**config.mk**
```make
export PLATFORM = sky130hd
export DESIGN_NAME = pd_hold_unit
export DESIGN_NICKNAME = d
export VERILOG_FILES = /design/src/rtl/pd_hold_unit.sv
export SDC_FILE = /design/constraint.sdc
export NUM_CORES = 1
export LEC_CHECK = 0
export BUFFER_PORTS_ARGS = -buffer_cell sky130_fd_sc_hd__buf_2
export CORE_UTILIZATION = 31
export CTS_CLUSTER_DIAMETER = 30
export CTS_CLUSTER_SIZE = 12
export DETAILED_ROUTE_END_ITERATION = 10
export GPL_TIMING_DRIVEN = 0
export PLACE_DENSITY = 0.62
export SLEW_MARGIN = 20
export SYNTH_ARGS = -nofsm -noshare
export SYNTH_HDL_FRONTEND = slang
export SYNTH_SLANG_ARGS = --single-unit
export TNS_END_PERCENT = 30
```
**constraint.sdc**
```tcl
create_clock -name clk -period 1.7 [get_ports clk]
set_input_delay 0.255 -clock clk [delete_from_list [all_inputs] [get_ports clk]]
set_output_delay 0.255 -clock clk [all_outputs]
set_load 0.03 [all_outputs]
```
**src/rtl/pd_hold_unit.sv**
```systemverilog
module pd_hold_unit #(
  parameter int N_IN         = 8,
  parameter int N_IO         = 8,
  parameter int RECOV_CYCLES = 4
) (
  input  logic            clk,
  input  logic            rst_n,
  input  logic            cfg_sleep_en,
  input  logic            sleep_a_pin,
  input  logic            sleep_b_pin,
  input  logic [N_IN-1:0] pad_in,
  output logic [N_IN-1:0] core_in,
  input  logic [N_IO-1:0] core_out,
  input  logic [N_IO-1:0] core_oe,
  output logic [N_IO-1:0] pad_out,
  output logic [N_IO-1:0] pad_oe,
  output logic [1:0]      core_sleep_in,
  input  logic [1:0]      core_sleep_out,
  input  logic [1:0]      core_sleep_oe,
  output logic [1:0]      pad_sleep_out,
  output logic [1:0]      pad_sleep_oe,
  output logic            core_clk_en
);

  localparam int CW = (RECOV_CYCLES < 1) ? 1 : $clog2(RECOV_CYCLES + 1);
  localparam logic [CW-1:0] RECOV_LOAD = CW'(RECOV_CYCLES);

  logic [1:0]      sync1, sync2;
  logic [CW-1:0]   recov_cnt;
  logic [N_IN-1:0] in_hold;
  logic [N_IO-1:0] out_hold, oe_hold;
  logic            sleep_req, freeze;

  always_ff @(posedge clk or negedge rst_n) begin
    if (!rst_n) begin
      sync1 <= '0;
      sync2 <= '0;
    end else begin
      sync1 <= {sleep_b_pin, sleep_a_pin};
      sync2 <= sync1;
    end
  end

  assign sleep_req = cfg_sleep_en & (|sync2);
  assign freeze    = cfg_sleep_en & (sleep_req | (recov_cnt != '0));

  always_ff @(posedge clk or negedge rst_n) begin
    if (!rst_n)
      recov_cnt <= '0;
    else if (sleep_req)
      recov_cnt <= RECOV_LOAD;
    else if (recov_cnt != '0)
      recov_cnt <= recov_cnt - 1'b1;
  end

  always_ff @(posedge clk or negedge rst_n) begin
    if (!rst_n) begin
      in_hold  <= '0;
      out_hold <= '0;
      oe_hold  <= '0;
    end else if (!freeze) begin
      in_hold  <= pad_in;
      out_hold <= core_out;
      oe_hold  <= core_oe;
    end
  end

  assign core_in     = freeze ? in_hold  : pad_in;
  assign pad_out     = freeze ? out_hold : core_out;
  assign pad_oe      = freeze ? oe_hold  : core_oe;
  assign core_clk_en = ~freeze;

  assign core_sleep_in = cfg_sleep_en ? 2'b00 : {sleep_b_pin, sleep_a_pin};
  assign pad_sleep_out = cfg_sleep_en ? 2'b00 : core_sleep_out;
  assign pad_sleep_oe  = cfg_sleep_en ? 2'b00 : core_sleep_oe;

endmodule

```
==> results of run 1 <==
==> path summary, 6_finish.rpt <==
kind                                    from           to  slack, ns  cells after the start
worst min register to register      sync1[0]     sync2[0]       0.35                      0
worst max register to register  recov_cnt[0]   in_hold[6]      -0.18                      9
min in group clk                 sleep_a_pin     sync1[0]       0.10                      1
worst min-delay path                   rst_n   in_hold[1]       0.02                      1
worst max-delay path            recov_cnt[0]   core_in[7]      -0.49                      8
max in group asynchronous              rst_n  out_hold[2]       1.25                      1
==> worst max-delay path, stage by stage (launching register included) <==
cell and delay [ns]:
sky130_fd_sc_hd__dfrtp_1 0.39, sky130_fd_sc_hd__inv_2 0.09, sky130_fd_sc_hd__ha_4 0.15, sky130_fd_sc_hd__nand2b_4 0.06, sky130_fd_sc_hd__o31ai_4 0.17, sky130_fd_sc_hd__buf_6 0.19
sky130_fd_sc_hd__buf_6 0.14, sky130_fd_sc_hd__mux2_4 0.32, sky130_fd_sc_hd__buf_6 0.14
==> layout by cell type (no fill, tap or decap), drive strengths merged <==
cell / n
a211oi: 1
a21oi: 1
buf: 87
clkbuf: 6
clkinv: 1
dfrtp: 31
ha: 2
inv: 3
mux2: 24
nand2b: 1
nor2: 3
nor2b: 6
o21a: 1
o21ai: 1
o31ai: 1
xnor2: 1
==> per-layer routing <==
| metal | GRT usage (%) | up-vias | share of wire, % |
|---|---|---|---|
| met5 | 0 | - | 0 |
| met4 | 4.17 | 0 | 0.87 |
| li1 | - | 445 | - |
| met3 | 4.58 | 4 | 9.1 |
| met2 | 24.6 | 58 | 48 |
| met1 | 18.2 | 442 | 42 |
==> final cells by class <==
class                      instances  area [µm²]
timing repair buffer              85         694
inverter                           3        11.3
multi-input combinational         42         515
tap                               48        60.1
buffer                             2        35.0
sequential                        31         776
clock inverter                     1        5.00
clock buffer                       6        82.6
fill                             293        1540
==> where the power goes <==
group          internal (W)  total [W]  switching (W)
logic              0.000622    0.00113       0.000510
clock network      0.000317   0.000563       0.000246
registers          0.000862   0.000916      0.0000542
==> metrics by stage <==
stage | setup slack, ns | util [%] | std cells | hold slack, ns | total power [W]
6_report | -0.494 | 58.7 | 218 | 0.0193 | 0.00261
3_3_place_gp | -0.432 | 44.4 | 189 | 0.323 | 0.00163
5_1_grt | -0.570 | 58.7 | 218 | 0.0729 | 0.00275
3_5_place_dp | -0.484 | 44.4 | 189 | 0.336 | 0.00166
4_1_cts | -0.487 | 56.6 | 210 | 0.0437 | 0.00254
2_1_floorplan | -0.204 | - | 78 | -0.0406 | 0.00147
==> what timing repair did <==
action                                  CTS  global route
resized for setup                        74             4
gates cloned                              2             0
setup buffers                            12             8
hold endpoints to repair                  0             0
endpoints found under the setup margin   44            35
pin swaps                                 2             0
hold buffers                              0             0
==> kinds of logic (layout without fill, tap and decap cells) <==
kind of cell	after synthesis	count (layout)	share of synthesized area, %
buffers and inverters	5	97	2.76
adder cells (fa/ha/maj)	2	2	2.05
flip-flops	31	31	63.5
XOR/XNOR	1	1	0.717
AND/OR/NAND/NOR	10	10	5.12
multiplexers	24	24	22.1
AO/OA/AOI/OAI	5	5	3.79
==> registers in the layout, summed over array words and instances (netlist names) <==
signal and flops:
sync1 2, sync2 2, in_hold 8, recov_cnt 3, oe_hold 8, out_hold 8
==> results.md, run 1 <==
* Number of buffers added on ports at 63
* Area after detailed placement at 0.00165 mm²
* TritonCTS clock tree: yes
* Initial antenna violation count at 0
* Crit path max fanout at 6
* DIE AREA at 0.00420 mm²
* Synth Net Count at 113
* Number of clock buffers inserted by TritonCTS at 5
* Static leakage power at 1.12 nW
* Cell with the most instances after synthesis: sky130_fd_sc_hd__dfrtp_1
* Final setup vio count at 31
* Total negative setup slack at -12.34 ns
* Top cells by area in the synthesized netlist: sky130_fd_sc_hd__dfrtp_1, sky130_fd_sc_hd__mux2_2, sky130_fd_sc_hd__nor2b_1
* Aggregate global-route resource usage at 14.7%
* Number of H-tree levels at 2
* Wirelength per Cell at 13.2 µm
* Final worst-path cycle share at 129%
* Final critical-path required period at 2.19 ns
* Final antenna-violating net count at 0
* Async S/R FF share, synth at 100%
* Sequential-to-total area share from yosys stat at 63.5%
* Result of the run: finished with violations
* Area share of the largest cell type after synthesis at 63.5%
* CP Capture Type: output port
* Starting DRT DRC Count at 19
* Synthesis-to-layout area growth at 78.3%
* DR vias at 949
* Remaining max-slew budget at the tightest pin at 55.1%
* Worst Setup Path Type: flop to output port
* Top cell type by total area after synthesis: sky130_fd_sc_hd__dfrtp_1
* Wire length of the first global-routing pass at 4660 µm
* Number of iterations in the first detailed-routing pass at 4
* Largest net degree at the start of global routing at 32
* ANT cells at 0
* Final weighted congestion of routability-driven global placement at 0.710
* Via count of the first global-routing pass at 984
* Unrepaired setup endpoints after global routing: yes
* Maximum count of clock buffers along a single path at 2
* Failing checks: setup timing
* Number of top-level design ports at 64
* Netlist Area Pre-Place at 0.00122 mm²
* Endpoint arrival time on the critical path at 1.94 ns
* Drt via density at 4.35
* Slew of the pin with the lowest slew margin at 0.673 ns
* Starting Density at 32.9%
* Post-Layout Inst Area at 0.00218 mm²
* Number of violations of the max-capacitance limit at 0
* Required @ worst endpoint at 1.44 ns
* Startpoint types: flop
* Final Skew at 0.00477 ns
* Placed wire-length estimate after detailed placement at 1810 µm
* Remaining global-route overflow at 0
* Fmax at 456 MHz
* Peak supply drop at 0.753 mV
* Later-pin clock latency in the skew report at 0.27 ns
* Type of the most critical hold path: input pin to asynchronous set/reset pin
* Share of cells above drive strength 1 at 72.4%
* Die Span X at 64.8 µm
* DRT Wirelength at 2870 µm
* Cell count after synthesis at 78
* Clock edge transition at the registers on the reported setup and hold paths at 0.06 ns
* Number of enable-type register cells in the synthesized netlist at 0
* Flip-flop and latch count after synthesis at 31
* Die height at 64.8 µm
* Hold violation total from the final report at 0
* Leading post-synthesis cells by instance count: sky130_fd_sc_hd__dfrtp_1, sky130_fd_sc_hd__mux2_2, sky130_fd_sc_hd__nor2b_1, sky130_fd_sc_hd__inv_1, sky130_fd_sc_hd__nor2_1
* Final net count at 205
* Core ar. at 0.00372 mm²
* Final count of pins violating max slew at 0
* CTS Root Buffer Type: sky130_fd_sc_hd__clkbuf_8
* Final WS setup at -0.494 ns
* Main flop type after synthesis: sky130_fd_sc_hd__dfrtp_1
* Number of standard-cell rows in the floorplan at 22
* Library cells used by synthesis at 14
* TritonCTS sink count at 31
* Mapped Avg Cell Area at 15.7 µm²
* Syn. warnings at 0
* Power per unit of standard cell area at 1200 mW/mm²
* DRC Markers at 0
Note: power is estimated with default switching activity, not from simulation.
==> inputs of run 2 (changes only) <==
--- a/config.mk
+++ b/config.mk
@@ -6,12 +6,12 @@
 export NUM_CORES = 1
 export LEC_CHECK = 0
 export BUFFER_PORTS_ARGS = -buffer_cell sky130_fd_sc_hd__buf_2
-export CORE_UTILIZATION = 31
+export CORE_UTILIZATION = 39
 export CTS_CLUSTER_DIAMETER = 30
 export CTS_CLUSTER_SIZE = 12
 export DETAILED_ROUTE_END_ITERATION = 10
 export GPL_TIMING_DRIVEN = 0
-export PLACE_DENSITY = 0.62
+export PLACE_DENSITY = 0.74
 export SLEW_MARGIN = 20
 export SYNTH_ARGS = -nofsm -noshare
 export SYNTH_HDL_FRONTEND = slang
==> results.md, run 2 (synthesized netlist as in run 1, its figures left out) <==
* Failing checks: DRC, setup timing
* Clock edge transition at the registers on the reported setup and hold paths at 0.09 ns
* DIE AREA at 0.00336 mm²
* Total area of multi-input combinational cells at 504 µm²
* Wirelength per Cell at 14.1 µm
* Placed wire-length estimate after detailed placement at 1760 µm
* CTS Root Buffer Type: sky130_fd_sc_hd__clkbuf_4
* Startpoint types: flop
* Fmax at 437 MHz
* Number of violations of the max-capacitance limit at 0
* DRT Wirelength at 2780 µm
* Die Span X at 58.0 µm
* Peak supply drop at 0.733 mV
* Largest net degree at the start of global routing at 32
* Remaining global-route overflow at 0
* Initial antenna violation count at 0
* Leading cell types in the layout, fill and taps excluded: sky130_fd_sc_hd__buf_2, sky130_fd_sc_hd__buf_6, sky130_fd_sc_hd__dfrtp_1
* Number of buffers added on ports at 63
* Core ar. at 0.00285 mm²
* Critical path's largest stage delay at 0.41 ns
* Slowest CP cell: sky130_fd_sc_hd__dfrtp_1
* Share of cells above drive strength 1 at 71.1%
* Remaining max-slew budget at the tightest pin at 56.0%
* Final worst-path cycle share at 135%
* Number of buffer and inverter instances along the worst setup path at 4
* TritonCTS clock tree: yes
* Most used cell, CP: sky130_fd_sc_hd__buf_6
* Final weighted congestion of routability-driven global placement at 0.675
* Power per unit of standard cell area at 1150 mW/mm²
* Slew of the pin with the lowest slew margin at 0.661 ns
* Synthesis-to-layout area growth at 70.2%
* Via count of the first global-routing pass at 986
* DR vias at 925
* Power Total at 0.00239 W
* Cells along the critical path: inv_2 -> ha_4 -> nand2b_4 -> o31ai_4 -> buf_6 -> buf_12 -> mux2_4 -> buf_6
* Gate family responsible for the most delay along the worst path: buffers and inverters
* Drt via density at 4.70
* Final net count at 201
* Final WS setup at -0.590 ns
* Endpoint arrival time on the critical path at 2.03 ns
* Number of clock buffers inserted by TritonCTS at 5
* Fill count at 179
* Final critical-path required period at 2.29 ns
* Result of the run: finished with violations
* Worst Setup Path Type: flop to output port
* Most common library cell in the layout ignoring fill and taps: sky130_fd_sc_hd__buf_2
* Combined flip-flop and latch cell area at 776 µm²
* Final count of pins violating max slew at 0
* Biggest regs: in_hold (8), oe_hold (8), out_hold (8)
* Dpl ws at -0.434 ns
* DRC Markers at 5
* Die height at 58.0 µm
* Hold violation total from the final report at 0
* CP Capture Type: output port
* Crit path max fanout at 10
* Starting DRT DRC Count at 19
* Later-pin clock latency in the skew report at 0.32 ns
* Type of the most critical hold path: input pin to flop
* Unrepaired setup endpoints after global routing: yes
* Number of standard-cell rows in the floorplan at 19
* Final setup vio count at 31
* ANT cells at 0
* Required @ worst endpoint at 1.44 ns
* Final antenna-violating net count at 0
* Number of H-tree levels at 2
* Number of iterations in the first detailed-routing pass at 7
* Aggregate global-route resource usage at 17.8%
* Final Skew at 0.00922 ns
* Number of top-level design ports at 64
* Wire length of the first global-routing pass at 4330 µm
* Maximum count of clock buffers along a single path at 2
* Static leakage power at 1.07 nW
* TritonCTS sink count at 31
* Starting Density at 42.9%
-- run 2: cell types whose count changed in the layout (fill, tap and decap cells not counted) --
cell / change
sky130_fd_sc_hd__buf_6: +2
sky130_fd_sc_hd__buf_12: +1
sky130_fd_sc_hd__clkbuf_4: +5
sky130_fd_sc_hd__mux2_2: +3
sky130_fd_sc_hd__clkbuf_8: -5
sky130_fd_sc_hd__buf_4: -6
sky130_fd_sc_hd__buf_8: -1
sky130_fd_sc_hd__dlygate4sd3_1: +1
sky130_fd_sc_hd__mux2_4: -3
sky130_fd_sc_hd__buf_16: -1
-- run 2: per-stage QoR --
stage	cell area (µm²)	hold WS, ns	utilization, %	setup TNS (ns)	cells
2_1_floorplan	1280	-0.0406	-	-5.67	78
3_3_place_gp	1630	0.309	57.1	-9.67	172
3_5_place_dp	1630	0.329	57.1	-11.10	172
4_1_cts	2080	0.0313	72.9	-13.51	195
5_1_grt	2080	0.0284	72.9	-17.40	197
6_report	2080	0.0490	72.9	-14.27	197
-- run 2: layout make-up --
class	instances	share of cell area [%]
Buffer	1	0.962
Clock buffer	6	2.47
Clock inverter	1	0.241
Multi-Input combinational cell	42	24.2
Timing Repair Buffer	82	32.4
Sequential cell	31	37.3
Tap cell	31	1.86
Inverter	3	0.541
-- run 2: power by group --
| group | switching (W) | total [W] | internal [W] |
|---|---|---|---|
| Sequential | 0.0000526 | 0.000912 | 0.000860 |
| Clock | 0.000230 | 0.000421 | 0.000191 |
| Combinational | 0.000488 | 0.00105 | 0.000563 |
| Total | 0.000771 | 0.00239 | 0.00161 |
-- run 2: worst register-to-register path, cell delays in order, from the launching register on --
cell and delay [ns]:
sky130_fd_sc_hd__dfrtp_1 0.41, sky130_fd_sc_hd__inv_2 0.08, sky130_fd_sc_hd__ha_4 0.14, sky130_fd_sc_hd__nand2b_4 0.06, sky130_fd_sc_hd__o31ai_4 0.25, sky130_fd_sc_hd__buf_6 0.16, sky130_fd_sc_hd__buf_8 0.12, sky130_fd_sc_hd__mux2_4 0.31
sky130_fd_sc_hd__buf_6 0.12, sky130_fd_sc_hd__buf_6 0.10
-- run 2: layer usage --
| metal | up-vias | global-route usage [%] | routed length, µm |
|---|---|---|---|
| met5 | - | 0 | 0 |
| met4 | 0 | 6.12 | 26 |
| met3 | 4 | 7.37 | 216 |
| met2 | 44 | 29.2 | 1430 |
| met1 | 436 | 21.1 | 1110 |
| li1 | 441 | - | - |
-- run 2: timing repair --
action | in CTS | in global routing
endpoints found under the hold margin | 31 | 0
hold buffers | 1 | 0
pin swaps | 2 | 2
buffers inserted | 14 | 4
resized for setup | 72 | 4
endpoints found under the setup margin | 44 | 35
cloned | 1 | 0
-- run 2: worst paths after layout --
| path | slack [ns] | end | cells past startpoint | from |
|---|---|---|---|---|
| worst max register to register | -0.16 | out_hold[2] | 9 | recov_cnt[1] |
| max in group asynchronous | 0.77 | out_hold[6] | 2 | rst_n |
| worst max-delay path | -0.59 | pad_oe[5] | 8 | recov_cnt[1] |
| worst min register to register | 0.35 | sync2[1] | 0 | sync1[1] |
| min in group asynchronous | 0.50 | in_hold[3] | 2 | rst_n |
| worst min-delay path | 0.05 | sync1[1] | 1 | sleep_b_pin |
